<file path="config.mk">
export PLATFORM = sky130hd
export DESIGN_NAME = ling_adder
export DESIGN_NICKNAME = d
export VERILOG_FILES = /design/src/rtl/ling_pkg.sv /design/src/rtl/ling_bit_cells.sv /design/src/rtl/ling_group.sv /design/src/rtl/ling_pseudo_chain.sv /design/src/rtl/ling_sum.sv /design/src/rtl/ling_adder.sv
export SDC_FILE = /design/constraint.sdc
export NUM_CORES = 1
export LEC_CHECK = 0
export BUFFER_PORTS_ARGS = -buffer_cell sky130_fd_sc_hd__buf_4
export CAP_MARGIN = 20
export CORE_ASPECT_RATIO = 2
export CORE_MARGIN = 2
export CORE_UTILIZATION = 30
export DETAILED_ROUTE_END_ITERATION = 6
export SLEW_MARGIN = 10
export SYNTH_ARGS = -nofsm -noshare
export SYNTH_HDL_FRONTEND = slang
export SYNTH_SLANG_ARGS = --single-unit
</file>
<file path="constraint.sdc">
create_clock -name vclk -period 4.15
set_clock_uncertainty 0.1 [all_clocks]
set_input_delay 0.6225 -clock vclk [all_inputs]
set_output_delay 0.6225 -clock vclk [all_outputs]
set_load 0.02 [all_outputs]
</file>
<file path="src/rtl/ling_pkg.sv">
package ling_pkg;
  localparam int GROUP_BITS = 4;

  typedef struct packed {
    logic gen;
    logic tx;
    logic prop;
  } bitSig_t;
endpackage

</file>
<file path="src/rtl/ling_bit_cells.sv">
module ling_bit_cells
  import ling_pkg::*;
#(
  parameter int WIDTH = 16
) (
  input  logic    [WIDTH-1:0] opA,
  input  logic    [WIDTH-1:0] opB,
  output bitSig_t [WIDTH-1:0] cells
);
  for (genvar i = 0; i < WIDTH; i++) begin : g_cell
    assign cells[i].gen  = opA[i] & opB[i];
    assign cells[i].tx   = opA[i] | opB[i];
    assign cells[i].prop = opA[i] ^ opB[i];
  end
endmodule

</file>
<file path="src/rtl/ling_group.sv">
module ling_group
  import ling_pkg::*;
(
  input  bitSig_t [GROUP_BITS-1:0] cells,
  input  logic                     tPrev,
  input  logic                     hIn,
  output logic    [GROUP_BITS-1:0] hOut
);
  logic [GROUP_BITS-1:0] g, t;
  logic seed;

  always_comb begin
    for (int k = 0; k < GROUP_BITS; k++) begin
      g[k] = cells[k].gen;
      t[k] = cells[k].tx;
    end
    seed = tPrev & hIn;
    hOut[0] = g[0] | seed;
    hOut[1] = g[1] | g[0] | (t[0] & seed);
    hOut[2] = g[2] | g[1] | (t[1] & g[0]) | (t[1] & t[0] & seed);
    hOut[3] = g[3] | g[2] | (t[2] & g[1]) | (t[2] & t[1] & g[0])
            | (t[2] & t[1] & t[0] & seed);
  end

  // generate at the top bit of a group forces the outgoing pseudo-carry
  always_comb begin
    if (g[3]) a_r5_gen_forces: assert (hOut[3]) else $error("group generate lost");
  end

  // full transmission with a live pseudo-carry keeps every output high
  always_comb begin
    if (hIn && tPrev && (&t))
      a_r4_full_transmit: assert (&hOut) else $error("group transmit broken");
  end

  // no incoming pseudo-carry and no generate leaves the group silent
  always_comb begin
    if (!hIn && (g == '0))
      a_r6_quiet_group: assert (hOut == '0) else $error("group spurious carry");
  end
endmodule

</file>
<file path="src/rtl/ling_pseudo_chain.sv">
module ling_pseudo_chain
  import ling_pkg::*;
#(
  parameter int WIDTH = 16
) (
  input  bitSig_t [WIDTH-1:0] cells,
  input  logic                carryIn,
  output logic    [WIDTH:0]   hChain
);
  localparam int NUM_GROUPS = WIDTH / GROUP_BITS;

  if (WIDTH % GROUP_BITS != 0) begin : g_bad_width
    $error("WIDTH must be a multiple of the group size");
  end

  assign hChain[0] = carryIn;

  for (genvar k = 0; k < NUM_GROUPS; k++) begin : g_grp
    localparam int BASE = k * GROUP_BITS;
    logic tBelow;
    if (k == 0) begin : g_first
      assign tBelow = 1'b1;
    end else begin : g_rest
      assign tBelow = cells[BASE-1].tx;
    end
    ling_group u_group (
      .cells (cells[BASE+GROUP_BITS-1:BASE]),
      .tPrev (tBelow),
      .hIn   (hChain[BASE]),
      .hOut  (hChain[BASE+GROUP_BITS:BASE+1])
    );
  end
endmodule

</file>
<file path="src/rtl/ling_sum.sv">
module ling_sum
  import ling_pkg::*;
#(
  parameter int WIDTH = 16
) (
  input  bitSig_t [WIDTH-1:0] cells,
  input  logic    [WIDTH:0]   hChain,
  output logic    [WIDTH-1:0] sum,
  output logic                carryOut,
  output logic                overflow
);
  logic [WIDTH-1:0] carryIntoBit;

  for (genvar i = 0; i < WIDTH; i++) begin : g_bit
    if (i == 0) begin : g_lsb
      assign carryIntoBit[i] = hChain[0];
    end else begin : g_upper
      assign carryIntoBit[i] = hChain[i] & cells[i-1].tx;
      // a killed position below blocks any carry into this bit
      always_comb begin
        if (!cells[i-1].tx)
          a_r6_kill_blocks: assert (sum[i] == cells[i].prop) else $error("kill leaked");
      end
    end
    assign sum[i] = cells[i].prop ^ carryIntoBit[i];
  end

  assign carryOut = hChain[WIDTH] & cells[WIDTH-1].tx;
  assign overflow = carryOut ^ carryIntoBit[WIDTH-1];
endmodule

</file>
<file path="src/rtl/ling_adder.sv">
module ling_adder
  import ling_pkg::*;
#(
  parameter int WIDTH = 16
) (
  input  logic [WIDTH-1:0] opA,
  input  logic [WIDTH-1:0] opB,
  input  logic             carryIn,
  output logic [WIDTH-1:0] sum,
  output logic             carryOut,
  output logic             overflow
);
  bitSig_t [WIDTH-1:0] cells;
  logic    [WIDTH:0]   hChain;

  ling_bit_cells #(.WIDTH(WIDTH)) u_cells (
    .opA   (opA),
    .opB   (opB),
    .cells (cells)
  );

  ling_pseudo_chain #(.WIDTH(WIDTH)) u_chain (
    .cells   (cells),
    .carryIn (carryIn),
    .hChain  (hChain)
  );

  ling_sum #(.WIDTH(WIDTH)) u_sum (
    .cells    (cells),
    .hChain   (hChain),
    .sum      (sum),
    .carryOut (carryOut),
    .overflow (overflow)
  );

  // overflow flag agrees with the operand/result sign rule
  always_comb begin
    a_r3_sign_rule: assert (overflow ==
      ((opA[WIDTH-1] == opB[WIDTH-1]) && (sum[WIDTH-1] != opA[WIDTH-1])))
      else $error("overflow flag wrong");
  end

  // both top bits set always produce a carry-out
  always_comb begin
    if (opA[WIDTH-1] && opB[WIDTH-1])
      a_r5_top_generate: assert (carryOut) else $error("top generate lost");
  end
endmodule

</file>
# After elaboration in Yosys (flattened, before gate mapping)
# Index checks and enable logic that the tools add are counted.
# Widths: inputs -> output; s select.
[word_totals]
regBits = 0
inputBits = 33
output_inout_bits = 18
elab_cells = 157
[op_classes]
bitwise_logic = 157
[op_table]
columns = ["cell", "count"]
rows = [
  ["$and 1x1->1", 68],
  ["$or 1x1->1", 56],
  ["$xor 1x1->1", 33],
]

# Logic depth before layout (Yosys ltp)
# Gate-level depths: netlist (run 1).
[depth]
depth_word = 16
depth_mapped = 9
depth_no_buf = 9

# By module
# A second synthesis (run 1) with hierarchy kept.
[unflattened]
hier_cells = 139
hier_area_um2 = 1028.5
[modules_own_cells]
columns = ["module", "n_inst", "cells_per_inst", "area_each_um2", "seq_area_each_um2"]
rows = [
  ["ling_bit_cells", 1, 80, 580.6, 0.0],
  ["ling_sum", 1, 33, 221.5, 0.0],
  ["ling_group", 4, 6, 53.8, 0.0],
  ["ling_pseudo_chain", 1, 2, 11.3, 0.0],
]

# Worst setup path after synthesis (run 1)
# Ideal clock, no wire load.
[synth_timing]
path_kind = "input port to output port"
start = "in opA[2]"
end = "out sum[14]"
t_arrival_ns = 2.721
required_time_ns = 3.428
setup_slack_ns = 0.706
path_stages = 8
n_path_buf = 0
cell_sequence = "inv_1 ha_1 nand2b_1 a21o_1 a2111o_1 a211o_1 and4_1 a311oi_1"
[synth_between]
elab_chain_len = 16
elab_cells_between_ends = 22
cone_classes = "bitwise: 22"
[synth_lines]
columns = ["item", "line_no", "rtl"]
rows = [
  ["start: declaration", "ling_adder.sv:6", "input logic [WIDTH-1:0] opA,"],
  ["$and 1x1->1 / $or 1x1->1 (equally long branches)", "ling_bit_cells.sv:11, ling_bit_cells.sv:12", ""],
  ["$or 1x1->1, or another cell as far along (2 in a row)", "ling_group.sv:21", "hOut[3] = g[3] | g[2] | (t[2] & g[1]) | (t[2] & t[1] & g[0])"],
  ["$or 1x1->1 / $and 1x1->1 (equally long branches)", "ling_group.sv:21, ling_group.sv:22", ""],
  ["$or 1x1->1 *", "ling_group.sv:22", "| (t[2] & t[1] & t[0] & seed);"],
  ["$and 1x1->1 *", "ling_group.sv:17", "seed = tPrev & hIn;"],
  ["$and 1x1->1 *", "ling_group.sv:22", ""],
  ["$or 1x1->1 *", "ling_group.sv:22", ""],
  ["$and 1x1->1 *", "ling_group.sv:17", ""],
  ["$and 1x1->1 *", "ling_group.sv:22", ""],
  ["$or 1x1->1 *", "ling_group.sv:22", ""],
  ["$and 1x1->1 *", "ling_group.sv:17", ""],
  ["$and 1x1->1 *", "ling_group.sv:19", "hOut[1] = g[1] | g[0] | (t[0] & seed);"],
  ["$or 1x1->1 *", "ling_group.sv:19", ""],
  ["$and 1x1->1 *", "ling_sum.sv:18", "assign carryIntoBit[i] = hChain[i] & cells[i-1].tx;"],
  ["$xor 1x1->1 *", "ling_sum.sv:25", "assign sum[i] = cells[i].prop ^ carryIntoBit[i];"],
  ["end: declaration", "ling_adder.sv:9", "output logic [WIDTH-1:0] sum,"],
]
# Mark *: on every way between the ends. The rest lies on a longest branch, timed or not.

# Worst setup path after layout (run 1)
[layout_timing]
start = "in opA[2]"
end = "out overflow"
[layout_between]
elab_chain_len = 16
elab_cells_between_ends = 25
cone_classes = "bitwise: 25"
[layout_lines]
columns = ["item", "line_no", "rtl"]
rows = [
  ["$and 1x1->1 / $or 1x1->1 (equally long branches)", "ling_bit_cells.sv:11, ling_bit_cells.sv:12", ""],
  ["$or 1x1->1, or another cell as far along (2 in a row)", "ling_group.sv:21", ""],
  ["$or 1x1->1 / $and 1x1->1 (equally long branches)", "ling_group.sv:21, ling_group.sv:22", ""],
  ["$or 1x1->1 *", "ling_group.sv:22", ""],
  ["$and 1x1->1 *", "ling_group.sv:17", ""],
  ["$and 1x1->1 *", "ling_group.sv:22", ""],
  ["$or 1x1->1 *", "ling_group.sv:22", ""],
  ["$and 1x1->1 *", "ling_group.sv:17", ""],
  ["$and 1x1->1 *", "ling_group.sv:22", ""],
  ["$or 1x1->1 *", "ling_group.sv:22", ""],
  ["$and 1x1->1 *", "ling_group.sv:17", ""],
  ["$and 1x1->1 (on tied branches)", "ling_group.sv:22, ling_group.sv:20", ""],
  ["$or 1x1->1 (on tied branches)", "ling_group.sv:22, ling_group.sv:20", ""],
  ["$and 1x1->1 (on tied branches)", "ling_sum.sv:28, ling_sum.sv:18", ""],
  ["$xor 1x1->1 *", "ling_sum.sv:29", "assign overflow = carryOut ^ carryIntoBit[WIDTH-1];"],
  ["end: declaration", "ling_adder.sv:11", "output logic overflow"],
]
# Marked as above.

==> results_dict.tcl, run 1 <==
set metrics [dict create \
    place.gp.congestion 0.786 \
    first_pass_iters 6 \
    drcViolationCount 0 \
    power_leakage_uw 0.000875 \
    clkbuf_count 0 \
    finalHoldViolations 0 \
    slew-limit-headroom_pct 74.6 \
    n_fill_cell 352 \
    syn_area_per_cell_um2 7.57 \
    crit_required_ns 3.43 \
    grt_max_degree 6 \
    path_class "input port to output port" \
    hold_class "input port to output port" \
    yosysSeqAreaShare_pct 0 \
    die_w_um 45.9 \
    postRouteAntennaNets 0 \
    finalPower_uw 242 \
    synth_cells 139 \
    ctsResizeCount 0 \
    antenna_found_initial 0 \
    design.seq.count 0 \
    finalCritPeriodShare_pct 87.0 \
    hold_slack_ns 1.51 \
    cp_max_fo 4 \
    dp_hpwl_mm 2.12 \
    grt_pass1_wl_mm 3.73 \
    gr-total-overflow 0 \
    syn-num-nets 208 \
    vias 1043 \
    worst_pin_slew_ns 0.379 \
    slew_viol_final 0 \
    endpoint_kind "output port" \
    routed_wl_mm 2.25 \
    preCtsSetupSlack_ns 0.526 \
    synth_warnings 0 \
    crit_family "compound AO/OA/AOI/OAI gates" \
    nets 261 \
    drive_above_1_share_pct 28.4 \
    min_period_ns 3.61 \
    peakVddDrop_uv 112 \
    slowest_delay_ns 0.44 \
    ios 51 \
    fp.dieH_um 87.8 \
    cp-startpoint "opA[2]" \
    status "completed" \
    port_buffers 51 \
    viasPerCell 4.70 \
    max_cap_viol_count 0 \
    worst_slack_ns 0.539 \
    yosysUniqueCellTypes 27 \
    start_kind "input port" \
    netlist_area_um2 1050 \
    wl_per_cell_um 10.1 \
    postCtsSetupRepairBufs 0 \
    seqCellArea_um2 0 \
    crit_slowest_cell "a2111o_1" \
    core_um2 3380 \
    diodes 0 \
    cts_hold_buffers 0 \
    die-area_um2 4030 \
    row_count 30 \
    syn_to_final_growth_pct 40.2 \
    grt_pass1_vias 952 \
    critPathArrivalTime_ns 2.89 \
    pwr_density_cell_nw_per_um2 164 \
    worst-path-buf-inv 3 \
    setup_violations 0 \
    fmax_ghz 0.277 \
    grt_util_all_layers_pct 11.4 \
    rsz0062_at_grt "no" \
    path_common_cell "buf_4" \
    fin_setup_tns_ns 0 \
    path_cells "buf_4, inv_1, ha_1, nand2b_1, a21o_1, a2111o_1, a211o_1, o41ai_4, mux2_4, buf_4" \
    drt_iter0_markers 11 \
    start_util_pct 31.1 \
    min_from "carryIn" \
]
## tightest hold or removal path: stages
cell and delay [ns]:
buf_4 0.09, fa_1 0.14, buf_4 0.13
## final timing paths
kind | to | slack (ns) | cells past startpoint
worst max-delay path | overflow | 0.54 | 10
worst min-delay path | sum[0] | 1.51 | 3
## cell type report
cell class,instances,area [um2],share of cell area (%)
Timing Repair Buffer,51,383,26.0
Tap cell,32,40.0,2.71
Inverter,39,146,9.92
Multi-Input combinational cell,100,906,61.4
## cell usage in the layout, fill, tap and decap left out, types with 2 or more instances in the layout
| master | netlist | routed |
|---|---|---|
| nand2b_1 | 2 | 2 |
| nor3_1 | 9 | 9 |
| o21bai_1 | 2 | 2 |
| xnor2_1 | 3 | 3 |
| nor2_1 | 10 | 10 |
| inv_1 | 39 | 39 |
| xor2_1 | 8 | 8 |
| a21oi_1 | 11 | 11 |
| buf_4 | 0 | 51 |
| ha_1 | 32 | 32 |
| nand2_1 | 2 | 2 |
| nor2b_1 | 2 | 2 |
| fa_1 | 4 | 4 |
## per-layer routing
metal / vias up / GRT usage [%] / wire length (um)
li1: 544 / - / -
met1: 468 / 11.1 / 731
met2: 31 / 25.3 / 1410
met3: 0 / 0 / 102
met4: 0 / 0 / 0
met5: - / 0 / 0
## cell usage after synthesis (2+ instances only)
library cell / instances / area [um2]
nand2_1: 2 / 7.51
nor3_1: 9 / 45.0
nand2b_1: 2 / 12.5
nor2b_1: 2 / 12.5
xor2_1: 8 / 70.1
inv_1: 39 / 146
ha_1: 32 / 400
xnor2_1: 3 / 26.3
a21oi_1: 11 / 55.1
o21bai_1: 2 / 15.0
nor2_1: 10 / 37.5
fa_1: 4 / 80.1
## through the flow
stage          instance area [um2]  util [%]  instances
6_report                      1480      43.7        222
5_1_grt                       1480      43.7        222
4_1_cts                       1480      43.7        222
3_5_place_dp                  1480      43.7        222
3_3_place_gp                  1480      43.7        222
2_1_floorplan                 1050         -        139
## power breakdown
part	internal, uW	switching (uW)	leakage [uW]
Sequential	0	0	0
Clock	0	0	0
Combinational	115	127	0.000875
## cells by family (layout without fill, tap and decap cells)
kind of cell,count (synthesis),count (layout),synth area share [%]
compound gates,25,25,17.4
xor+xnor,11,11,9.16
fa+ha+maj,36,36,45.7
buf+inv,39,90,13.9
mux,1,1,1.43
simple gates,27,27,12.5
Note: power is estimated with default switching activity, not from simulation.
==> run 2: changes to the inputs <==
Settings changed: CORE_ASPECT_RATIO 2 to 0.5, CORE_MARGIN 2 to 4, PLACE_DENSITY set to 0.6.
==> results_dict.tcl, run 2 (synthesized netlist as in run 1, its figures left out) <==
set metrics [dict create \
    ios 51 \
    diodes 0 \
    viasPerCell 4.05 \
    die-area_um2 4580 \
    port_buffers 51 \
    worst_slack_ns 0.505 \
    drt_iter0_markers 7 \
    gr-total-overflow 0 \
    cp-startpoint "opA[2]" \
    seqCellArea_um2 0 \
    setup_violations 0 \
    fp.dieH_um 49.9 \
    hold_class "input port to output port" \
    final_core_util_pct 47.2 \
    drcViolationCount 0 \
    postCtsSetupRepairBufs 0 \
    finalCritPeriodShare_pct 87.8 \
    worst_pin_slew_ns 0.360 \
    endpoint_kind "output port" \
    slew-limit-headroom_pct 75.8 \
    grt_pass1_vias 881 \
    ctsResizeCount 0 \
    peakVddDrop_uv 70.3 \
    critPathArrivalTime_ns 2.92 \
    drive_above_1_share_pct 28.4 \
    fmax_ghz 0.274 \
    min_period_ns 3.65 \
    postPlaceCellArea_um2 1500 \
    max_cap_viol_count 0 \
    cp_max_fo 4 \
    grt_util_all_layers_pct 9.23 \
    slew_viol_final 0 \
    start_util_pct 33.2 \
    finalPower_uw 241 \
    nets 261 \
    n_fill_cell 330 \
    place.gp.congestion 0.770 \
    first_pass_iters 4 \
    routed_wl_mm 2.15 \
    crit_required_ns 3.43 \
    design.seq.count 0 \
    syn_to_final_growth_pct 42.1 \
    power_leakage_uw 0.000875 \
    row_count 14 \
    min_from "carryIn" \
    pwr_density_cell_nw_per_um2 161 \
    postRouteAntennaNets 0 \
    grt_max_degree 6 \
    wl_per_cell_um 9.01 \
    most-common-layout-cells "51 x buf_4, 39 x inv_1, 32 x ha_1, 11 x a21oi_1, 10 x nor2_1" \
    antenna_found_initial 0 \
    final_area_um2 1500 \
    final_common_cell "buf_4" \
    core_um2 3170 \
    die_w_um 91.8 \
    vias 963 \
    clkbuf_count 0 \
    start_kind "input port" \
    path_class "input port to output port" \
    whs_path_depth 3 \
    preCtsSetupSlack_ns 0.501 \
    grt_pass1_wl_mm 3.77 \
    finalHoldViolations 0 \
    rsz0062_at_grt "no" \
    status "completed" \
    dp_hpwl_mm 2.02 \
    hold_end "sum[0]" \
    fin_setup_tns_ns 0 \
    cts_hold_buffers 0 \
]
run 2: cell counts in the layout (fill, tap and decap cells not counted):
No cell type changed its count.
run 2: critical path: stages:
cell and delay, ns:
buf_4 0.08, inv_1 0.03, ha_1 0.21, nand2b_1 0.15, a21o_1 0.20, a2111o_1 0.46, a211o_1 0.38, o41ai_4 0.29
mux2_4 0.34, buf_4 0.16
run 2: cell type report:
cell class	count	area (um2)	area share [%]
Inverter	39	146	9.79
Multi-Input combinational cell	100	906	60.6
Tap cell	48	60.1	4.02
Timing Repair Buffer	51	383	25.6
run 2: per-layer routing:
metal  share of wire, %  wire length (um)  track usage (%)  vias up
met2                 47              1000             16.4       18
met1                 49              1050             12.9      401
li1                   -                 -                -      544
met5                  0                 0                0        -
met3                4.5                96            0.760        0
met4                  0                 0                0        0
run 2: worst max path at each step:
stage / cells after the start / slack [ns] / endpoint
floorplan: 8 / 0.71 / sum[14]
global placement: 10 / 0.53 / overflow
detailed placement: 10 / 0.50 / overflow
CTS: 10 / 0.49 / overflow
global route: 10 / 0.39 / overflow
finish: 10 / 0.50 / overflow
run 2: report_power, final:
part           internal, uW  leakage [uW]  total (uW)  switching [uW]
Combinational           115      0.000875         241             126
Clock                     0             0           0               0
Sequential                0             0           0               0
run 2: per-stage QoR:
step	cells	hold slack (ns)
5_1_grt	238	1.52
3_3_place_gp	238	1.51
2_1_floorplan	139	1.40
4_1_cts	238	1.51
3_5_place_dp	238	1.51
6_report	238	1.51
==> run 3: changes to the inputs <==
--- a/config.mk
+++ b/config.mk
@@ -6,4 +6,5 @@
 export NUM_CORES = 1
 export LEC_CHECK = 0
+export ABC_AREA = 1
 export BUFFER_PORTS_ARGS = -buffer_cell sky130_fd_sc_hd__buf_4
 export CAP_MARGIN = 20
==> constraint.sdc (replaced) <==
create_clock -name vclk -period 4.15
set_clock_uncertainty 0.1 [all_clocks]
set_input_delay 0.6225 -clock vclk [all_inputs]
set_output_delay 0.6225 -clock vclk [all_outputs]
set_load 0.05 [all_outputs]
==> results_dict.tcl, run 3 <==
set metrics [dict create \
    status "completed" \
    setup_violations 0 \
    finalHoldViolations 0 \
    hold_class "input port to output port" \
    busiest_layer "met2" \
    path_class "input port to output port" \
    synth_cells 164 \
    place.gp.congestion 0.729 \
    dp_hpwl_mm 2.05 \
    nets 286 \
    endpoint_kind "output port" \
    seqCellArea_um2 0 \
    drt_iter0_markers 16 \
    finalPower_uw 320 \
    ctsResizeCount 0 \
    placed_cells 266 \
    slew_viol_final 0 \
    cp_max_fo 3 \
    start_kind "input port" \
    syn_to_final_growth_pct 40.8 \
    clkbuf_count 0 \
    peakVddDrop_uv 111 \
    power_leakage_uw 0.000968 \
    port_buffers 51 \
    syn-num-nets 233 \
    final_area_um2 1540 \
    fp.dieH_um 50.7 \
    syn_area_per_cell_um2 6.68 \
    min_period_ns 3.02 \
    grt_util_all_layers_pct 8.95 \
    critPathArrivalTime_ns 2.30 \
    gr-total-overflow 0 \
    ios 51 \
    grt_max_degree 5 \
    pwr_density_cell_nw_per_um2 208 \
    postCtsSetupRepairBufs 0 \
    fin_setup_tns_ns 0 \
    grt_pass1_vias 1015 \
    wl_per_cell_um 7.96 \
    fmax_ghz 0.331 \
    instances_no_fill 266 \
    synth.top_cells.by_count "55 x inv_1, 32 x ha_1, 25 x nand2_1, 9 x nor2_1, 8 x xor2_1" \
    grt_use_met2_pct 18.7 \
    postPlaceCellArea_um2 1540 \
    die-area_um2 4740 \
    vias 1046 \
    antenna_found_initial 0 \
    drive_above_1_share_pct 29.3 \
    yosysUniqueCellTypes 18 \
    most-common-layout-cells "55 x inv_1, 51 x buf_4, 32 x ha_1, 25 x nand2_1, 9 x nor2_1" \
    final_core_util_pct 44.4 \
    slew-limit-headroom_pct 77.6 \
    start_util_pct 31.5 \
    synthMostInstantiatedCell "inv_1" \
    cts_hold_buffers 0 \
    viasPerCell 3.93 \
    worst_pin_slew_ns 0.333 \
    n_fill_cell 377 \
    max_cap_viol_count 0 \
    yosysTopAreaCellShare_pct 36.6 \
    postRouteAntennaNets 0 \
    first_pass_iters 2 \
    synth_warnings 0 \
    met1_usage_pct 10.7 \
    final_common_cell "inv_1" \
    core_um2 3470 \
    routed_wl_mm 2.12 \
    synth_area_leaders "ha_1 37%, inv_1 19%, nand2_1 8.6%" \
    finalCritPeriodShare_pct 72.7 \
    grt_pass1_wl_mm 3.75 \
    yosys.area.top_type "ha_1" \
    grt_use_met3_pct 0.299 \
    row_count 15 \
    yosysSeqAreaShare_pct 0 \
    drcViolationCount 0 \
    rsz0062_at_grt "no" \
    netlist_area_um2 1090 \
    design.seq.count 0 \
    crit_required_ns 3.43 \
    diodes 0 \
    die_w_um 93.4 \
]
==> run 3: cells by family after synthesis <==
kind of cell,share of synthesized area [%]
adders and majority gates,43.9
AOI/OAI and AO/OA,6.63
and+or+nand+nor,22.6
buffers and inverters,18.9
xor gates and xnor gates,8.00
==> run 3: layer usage <==
| metal | vias to the layer above | part of all wire [%] |
|---|---|---|
| met4 | 0 | 0 |
| met1 | 443 | 44 |
| met2 | 23 | 51 |
| li1 | 580 | - |
| met3 | 0 | 4.5 |
| met5 | - | 0 |
==> run 3: worst paths after layout <==
check | endpoint | cells after the start | start | slack, ns
max | sum[12] | 14 | opA[0] | 1.13
min | sum[0] | 3 | carryIn | 1.58
==> run 3: cell type report <==
type | instances | area (um2) | area share (%)
Tap cell | 51 | 63.8 | 4.14
Multi-Input combinational cell | 109 | 888 | 57.6
Inverter | 55 | 206 | 13.4
Timing Repair Buffer | 51 | 383 | 24.8
==> run 3: power breakdown <==
part	internal [uW]	switching [uW]
sequential	0	0
combinational	110	210
clock	0	0
==> run 3: worst max-delay path: stages <==
cell and delay, ns:
buf_4 0.10, inv_1 0.04, ha_1 0.19, inv_1 0.05
nand2_1 0.05, nand2_2 0.08, nand2_2 0.06, nand2_2 0.05
nand3_2 0.07, nand2_1 0.08, nand3_2 0.08, a21oi_2 0.18
fa_1 0.44, buf_4 0.20
==> run 3: through the flow <==
step,setup WS (ns),hold WS [ns]
global route,0.984,1.58
finish,1.13,1.58
CTS,1.10,1.58
floorplan,0.905,1.58
detailed placement,1.10,1.58
global placement,1.12,1.58
